===== src/rtl/rt_pkg.sv =====
package rt_pkg;
  localparam int unsigned NREG_DEF   = 16;
  localparam int unsigned TAG_W_DEF  = 4;
  localparam int unsigned DATA_W_DEF = 32;

  typedef enum logic [1:0] {
    OPND_FILE    = 2'd0,
    OPND_FORWARD = 2'd1,
    OPND_PENDING = 2'd2
  } opnd_src_e;
endpackage


===== src/rtl/rt_status_array.sv =====
module rt_status_array #(
  parameter int unsigned NREG  = rt_pkg::NREG_DEF,
  parameter int unsigned TAG_W = rt_pkg::TAG_W_DEF,
  localparam int unsigned IDX_W = $clog2(NREG)
) (
  input  logic                        clk,
  input  logic                        rst_n,
  input  logic                        iss_valid,
  input  logic [IDX_W-1:0]            iss_dst,
  input  logic [TAG_W-1:0]            iss_tag,
  input  logic                        cdb_valid,
  input  logic [TAG_W-1:0]            cdb_tag,
  output logic [NREG-1:0][TAG_W-1:0]  stat_q
);
  logic claim_ok;
  logic bcast_ok;

  assign claim_ok = iss_valid && (iss_tag != '0);
  assign bcast_ok = cdb_valid && (cdb_tag != '0);

  for (genvar i = 0; i < NREG; i++) begin : g_entry
    logic claim_i;
    logic clear_i;

    assign claim_i = claim_ok && (iss_dst == IDX_W'(i));
    assign clear_i = bcast_ok && (stat_q[i] == cdb_tag);

    always_ff @(posedge clk) begin
      if (!rst_n)       stat_q[i] <= '0;
      else if (claim_i) stat_q[i] <= iss_tag;
      else if (clear_i) stat_q[i] <= '0;
    end

    // an issue claim wins over a broadcast clear
    p_claim_r3: assert property (@(posedge clk) disable iff (!rst_n)
      (iss_valid && iss_tag != '0 && iss_dst == IDX_W'(i)) |=> stat_q[i] == $past(iss_tag));

    p_clear_r4: assert property (@(posedge clk) disable iff (!rst_n)
      (cdb_valid && cdb_tag != '0 && stat_q[i] == cdb_tag &&
       !(iss_valid && iss_tag != '0 && iss_dst == IDX_W'(i))) |=> stat_q[i] == '0);

    p_other_hold_r5: assert property (@(posedge clk) disable iff (!rst_n)
      (!(cdb_valid && cdb_tag != '0 && stat_q[i] == cdb_tag) &&
       !(iss_valid && iss_tag != '0 && iss_dst == IDX_W'(i))) |=> $stable(stat_q[i]));
  end
endmodule


===== src/rtl/rt_value_file.sv =====
module rt_value_file #(
  parameter int unsigned NREG   = rt_pkg::NREG_DEF,
  parameter int unsigned TAG_W  = rt_pkg::TAG_W_DEF,
  parameter int unsigned DATA_W = rt_pkg::DATA_W_DEF
) (
  input  logic                        clk,
  input  logic                        rst_n,
  input  logic [NREG-1:0][TAG_W-1:0]  stat_q,
  input  logic                        cdb_valid,
  input  logic [TAG_W-1:0]            cdb_tag,
  input  logic [DATA_W-1:0]           cdb_data,
  output logic [NREG-1:0][DATA_W-1:0] val_q
);
  for (genvar i = 0; i < NREG; i++) begin : g_entry
    logic wr_i;
    assign wr_i = cdb_valid && (cdb_tag != '0) && (stat_q[i] == cdb_tag);

    always_ff @(posedge clk) begin
      if (!rst_n)    val_q[i] <= '0;
      else if (wr_i) val_q[i] <= cdb_data;
    end

    p_val_hold_r5: assert property (@(posedge clk) disable iff (!rst_n)
      !(cdb_valid && cdb_tag != '0 && stat_q[i] == cdb_tag) |=> $stable(val_q[i]));

    p_val_take_r4: assert property (@(posedge clk) disable iff (!rst_n)
      (cdb_valid && cdb_tag != '0 && stat_q[i] == cdb_tag) |=> val_q[i] == $past(cdb_data));
  end
endmodule


===== src/rtl/rt_lookup.sv =====
module rt_lookup #(
  parameter int unsigned NREG   = rt_pkg::NREG_DEF,
  parameter int unsigned TAG_W  = rt_pkg::TAG_W_DEF,
  parameter int unsigned DATA_W = rt_pkg::DATA_W_DEF,
  localparam int unsigned IDX_W = $clog2(NREG)
) (
  input  logic                        clk,
  input  logic                        rst_n,
  input  logic [IDX_W-1:0]            idx,
  input  logic [NREG-1:0][TAG_W-1:0]  stat_q,
  input  logic [NREG-1:0][DATA_W-1:0] val_q,
  input  logic                        cdb_valid,
  input  logic [TAG_W-1:0]            cdb_tag,
  input  logic [DATA_W-1:0]           cdb_data,
  output logic [TAG_W-1:0]            out_tag,
  output logic [DATA_W-1:0]           out_data
);
  import rt_pkg::*;

  logic [TAG_W-1:0] st;
  opnd_src_e        kind;

  assign st = stat_q[idx];

  always_comb begin
    if (st == '0)                                         kind = OPND_FILE;
    else if (cdb_valid && cdb_tag != '0 && st == cdb_tag) kind = OPND_FORWARD;
    else                                                  kind = OPND_PENDING;
  end

  always_comb begin
    unique case (kind)
      OPND_FILE:    begin out_tag = '0; out_data = val_q[idx]; end
      OPND_FORWARD: begin out_tag = '0; out_data = cdb_data;   end
      default:      begin out_tag = st; out_data = '0;         end
    endcase
  end

  // a tag on the bus this cycle is never reported as still pending
  p_fwd_r7: assert property (@(posedge clk) disable iff (!rst_n)
    (cdb_valid && cdb_tag != '0) |-> out_tag != cdb_tag);

  p_pending_zero_r2: assert property (@(posedge clk) disable iff (!rst_n)
    (out_tag != '0) |-> out_data == '0);
endmodule


===== src/rtl/rename_table.sv =====
module rename_table #(
  parameter int unsigned NREG   = rt_pkg::NREG_DEF,
  parameter int unsigned TAG_W  = rt_pkg::TAG_W_DEF,
  parameter int unsigned DATA_W = rt_pkg::DATA_W_DEF,
  localparam int unsigned IDX_W = $clog2(NREG)
) (
  input  logic              clk,
  input  logic              rst_n,
  input  logic              iss_valid,
  input  logic [IDX_W-1:0]  iss_src_a,
  input  logic [IDX_W-1:0]  iss_src_b,
  input  logic [IDX_W-1:0]  iss_dst,
  input  logic [TAG_W-1:0]  iss_tag,
  input  logic              cdb_valid,
  input  logic [TAG_W-1:0]  cdb_tag,
  input  logic [DATA_W-1:0] cdb_data,
  output logic [TAG_W-1:0]  opa_tag,
  output logic [DATA_W-1:0] opa_data,
  output logic [TAG_W-1:0]  opb_tag,
  output logic [DATA_W-1:0] opb_data
);
  localparam int unsigned NPORT = 2;

  logic [NREG-1:0][TAG_W-1:0]  stat_q;
  logic [NREG-1:0][DATA_W-1:0] val_q;
  logic [NPORT-1:0][IDX_W-1:0]  port_idx;
  logic [NPORT-1:0][TAG_W-1:0]  port_tag;
  logic [NPORT-1:0][DATA_W-1:0] port_data;

  rt_status_array #(.NREG(NREG), .TAG_W(TAG_W)) u_status (
    .clk(clk), .rst_n(rst_n), .iss_valid(iss_valid), .iss_dst(iss_dst),
    .iss_tag(iss_tag), .cdb_valid(cdb_valid), .cdb_tag(cdb_tag), .stat_q(stat_q)
  );

  rt_value_file #(.NREG(NREG), .TAG_W(TAG_W), .DATA_W(DATA_W)) u_values (
    .clk(clk), .rst_n(rst_n), .stat_q(stat_q), .cdb_valid(cdb_valid),
    .cdb_tag(cdb_tag), .cdb_data(cdb_data), .val_q(val_q)
  );

  assign port_idx[0] = iss_src_a;
  assign port_idx[1] = iss_src_b;

  for (genvar p = 0; p < NPORT; p++) begin : g_port
    rt_lookup #(.NREG(NREG), .TAG_W(TAG_W), .DATA_W(DATA_W)) u_lookup (
      .clk(clk), .rst_n(rst_n), .idx(port_idx[p]), .stat_q(stat_q), .val_q(val_q),
      .cdb_valid(cdb_valid), .cdb_tag(cdb_tag), .cdb_data(cdb_data),
      .out_tag(port_tag[p]), .out_data(port_data[p])
    );
  end

  assign opa_tag  = port_tag[0];
  assign opa_data = port_data[0];
  assign opb_tag  = port_tag[1];
  assign opb_data = port_data[1];

  // a lookup of the destination being claimed shows the older status
  p_self_src_r6: assert property (@(posedge clk) disable iff (!rst_n)
    (iss_valid && iss_tag != '0 && iss_src_a == iss_dst && !cdb_valid &&
     opa_tag != iss_tag) |-> opa_tag == stat_q[iss_dst]);
endmodule


===== config.mk =====
export PLATFORM = sky130hd
export DESIGN_NAME = rename_table
export DESIGN_NICKNAME = d
export VERILOG_FILES = /design/src/rtl/rt_pkg.sv /design/src/rtl/rt_status_array.sv /design/src/rtl/rt_value_file.sv /design/src/rtl/rt_lookup.sv /design/src/rtl/rename_table.sv
export SDC_FILE = /design/constraint.sdc
export NUM_CORES = 2
export LEC_CHECK = 0
export ABC_AREA = 1
export BUFFER_PORTS_ARGS = -buffer_cell sky130_fd_sc_hd__buf_2
export CORE_MARGIN = 5
export CORE_UTILIZATION = 40
export CTS_CLUSTER_DIAMETER = 50
export DETAILED_ROUTE_END_ITERATION = 8
export GPL_TIMING_DRIVEN = 1
export MAX_ROUTING_LAYER = met4
export PLACE_DENSITY_LB_ADDON = 0.12
export SLEW_MARGIN = 30
export SYNTH_ARGS = -nofsm -noshare
export SYNTH_HDL_FRONTEND = slang
export SYNTH_SLANG_ARGS = --single-unit
export TNS_END_PERCENT = 10

===== constraint.sdc =====
create_clock -name clk -period 2.2 [get_ports clk]
set_input_delay 0.44 -clock clk [delete_from_list [all_inputs] [get_ports clk]]
set_output_delay 0.44 -clock clk [all_outputs]
set_load 0.01 [all_outputs]

==> results.md <==
- Outcome: finished, violations left
- Failing checks: negative setup slack
- WL/cell: 22.9 um
- Number of routed nets with antenna violations: 0
- Worst rel slew slack: 46.1%
- Worst Path Buf+Inv: 5
- DRC Markers: 0
- Initial Util: 40.4%
- Synth Area in Compound Gates: 32.0%
- Post-synth cell types: 31
- Clk_skew: 0.0309 ns
- Number of nets in the layout: 5091
- Post-synth top area cell: dfxtp_1
- CP Class: reg -> out
- Largest family of logic cells by synthesized area: compound AO/OA/AOI/OAI gates
- Max_cap viols: 0
- Cells along the critical path: inv_2 > a21oi_1 > o21ai_1 > nand3_1 > nand3_2 > nand2_2 > nor2_2 > nand2_2 > clkinv_4 > buf_12 > buf_16 > nand3_2 > nand2_4 > buf_6
- Root Driver: clkbuf_16
- WP data required: 1.76 ns
- Pre-CTS setup slack: -0.628 ns
- Worst-case vdd ir drop: 617 uV
- Io pins: 128
- Via count: 35500
- Crit-path max FO: 4
- Port Buffer Count: approximately 130
- CTS Buf Count: 90
- Arr. time, crit path: 2.53 ns
- Final Max Tran Viols: 0
- Row cnt: 104
- Synthesis Warnings: 0
- First-iteration detailed-routing DRC count: roughly 4200
- Routability cong.: 0.923
- Worst-path clk slew: 0.05 ns
- Via density: 5.76
- Share of layout cells above drive strength 1: 17.2%
- Endpoint class of the critical path: output pin
- Largest net degree at the start of global routing: 127
- Mux cell area share after synthesis: 0%
- Power Density: 776 nW/um^2
- Slowest CP cell: dfxtp_2
- TritonRoute pass-1 iters: 7
- P_leak: between 10 and 15 nW
- Cts hold-fix bufs: 0
- RSZ-0062 raised after global routing: yes
- Reg-to-Reg Start: u_status.stat_q[28]$_SDFFE_PN0P_
- Post-synthesis cell area: 32500 um^2
- Seq/Total Area, Yosys: 35.4%
- Startpoint types: register
- Synthesized flop and latch total: 576
- Gr ovfl total: 0
- GRT Overall Usage: 31.5%
- Setup TNS: -50.61 ns
- FMAX: 337 MHz
- First-pass GRT wire length: 207000 um
- Post-Syn Area per Cell: 6.58 um^2
- Tmin final: 2.97 ns
- Die width: 295 um
- Final worst setup slack: -0.769 ns
- Antenna violations before repair: 13
- Hold WC Path Type: in -> reg
- Final count of hold timing violations: 0
- Area share of the largest cell type after synthesis: 35.4%
- Insertion delay to the later sink of the worst-skew pair: 0.65 ns
- Worst setup path start: u_status.stat_q[20]$_SDFFE_PN0P_
- Most frequent cells in the layout: 1016 x a21oi_1, 869 x o21ai_0, 540 x dfxtp_1
- Adder-cell area share of the yosys netlist: 0%
- Die area: 87100 um^2
- Most common cell after layout, fill and taps aside: a21oi_1
- Die H: 295 um
- CTS tree: done
- Xor and xnor area share after synthesis: around 1.0%
- Hold_sp: cdb_data[5]
- Clock Tree Buf Depth: 3
- CP delay by family, top: simple AND/OR/NAND/NOR gates
- Area Growth Syn to Fin: 23.6%
- Syn_nets: around 5000
- Final worst-path cycle share: 135%
- Largest cells by area after synthesis: dfxtp_1 35%, a21oi_1 16%, o21ai_0 13%
- CTS Sinks: 576
- Max stage delay on crit path: 0.34 ns
- H-tree depth: 3
- Area of the core: 80500 um^2
- Worst-margin pin slew: between 0.8 and 0.9 ns
- Simple-gate share of the synthesized area: 17.8%
- Final wirelength: 141000 um
- Final setup fails: 72
- Detail Placement HPWL: approximately 86000 um
- Vias in the first global route: 32100
- Synthesized netlist cell count: 4946
==> synthesized netlist by cell type <==
library cell / count
nand4_2: 10
xnor2_1: 24
nor2_4: 3
clkbuf_2: 8
nand2_1: 347
buf_1: 12
buf_4: 33
dfxtp_1: 576
nor2_1: 237
inv_1: 501
o21ai_1: 174
nand4_1: 72
or2_1: 1
a21oi_1: 1018
inv_2: 19
xor2_1: 14
nor2_2: 1
nand3_1: 563
nor2_8: 1
nand2_2: 12
o21a_4: 1
inv_4: 4
o211ai_1: 6
nor3_1: 1
clkbuf_1: 193
buf_6: 41
nand3_2: 6
clkinv_1: 1
inv_6: 2
o21ai_0: 873
buf_2: 192
==> what timing repair did <==
item	in CTS	in global routing
gates resized for setup	129	132
buffers inserted	3	12
pin swaps	25	63
gates cloned	3	9
setup endpoints to repair	72	72
==> stage by stage <==
| stage | std cells | cell area, um^2 | power (mW) | hold slack, ns | utilization (%) |
|---|---|---|---|---|---|
| finish | 6175 | 40200 | 31.2 | 0.179 | 49.9 |
| global route | 6174 | 40200 | 32.2 | 0.187 | 49.9 |
| CTS | 6149 | 39400 | 31.0 | 0.143 | 49.0 |
| detailed placement | 5978 | 35800 | 15.4 | 0.450 | 44.4 |
| global placement | 5978 | 35800 | 15.4 | 0.448 | 44.4 |
| floorplan | 4946 | 32500 | 13.6 | 0.434 | - |
==> worst register-to-register path: stages, from the launching register on <==
cell and delay, ns:
dfxtp_2 0.32, buf_4 0.13, xor2_1 0.15, a21oi_1 0.21, nand4_4 0.35, buf_12 0.31, buf_4 0.17, a21oi_1 0.13
==> kinds of logic (layout without fill, tap and decap cells) <==
family | count (synthesis) | count (layout)
AND/OR/NAND/NOR | 1254 | 1254
buffers and inverters | 1006 | 1168
flip-flops | 576 | 576
other | 0 | 7
XOR/XNOR | 38 | 38
AO/OA/AOI/OAI | 2072 | 2072
==> metal layers <==
layer / up-vias / part of all wire (%) / track usage [%]
met1: 16300 / 42 / 41.9
met2: 1754 / 45 / 48.7
met5: - / 0 / -
li1: 17100 / - / -
met4: 0 / 4.1 / 11.1
met3: 360 / 9.0 / 5.24
==> final cells by class <==
type	count	area, um^2
multi-input combinational	3364	17100
fill	8027	40300
tap	1060	1330
sequential	576	11600
clock buffer	108	2440
timing repair buffer	476	4880
clock inverter	57	786
inverter	527	2020
antenna	7	17.5
==> path summary, 6_finish.rpt <==
| kind | to | slack [ns] | cells after the start |
|---|---|---|---|
| worst min register to register | u_values.val_q[228]$_SDFFE_PN0P_ | 0.46 | 2 |
| worst min-delay path | u_values.val_q[389]$_SDFFE_PN0P_ | 0.18 | 3 |
| worst max-delay path | opa_data[31] | -0.77 | 14 |
| worst max register to register | u_values.val_q[244]$_SDFFE_PN0P_ | 0.36 | 7 |
==> sequential cells by signal (all words and copies together), names as in the netlist <==
name	cells
u_values.val_q	512
u_status.stat_q	64
==> where the power goes <==
part	total [mW]	switching, mW	leakage [nW]	internal [mW]
clock	15.4	5.72	1.54	9.67
combinational	5.01	3.30	8.75	1.71
sequential	10.8	0.120	4.68	10.7
Power figures use the tool's default switching activity.
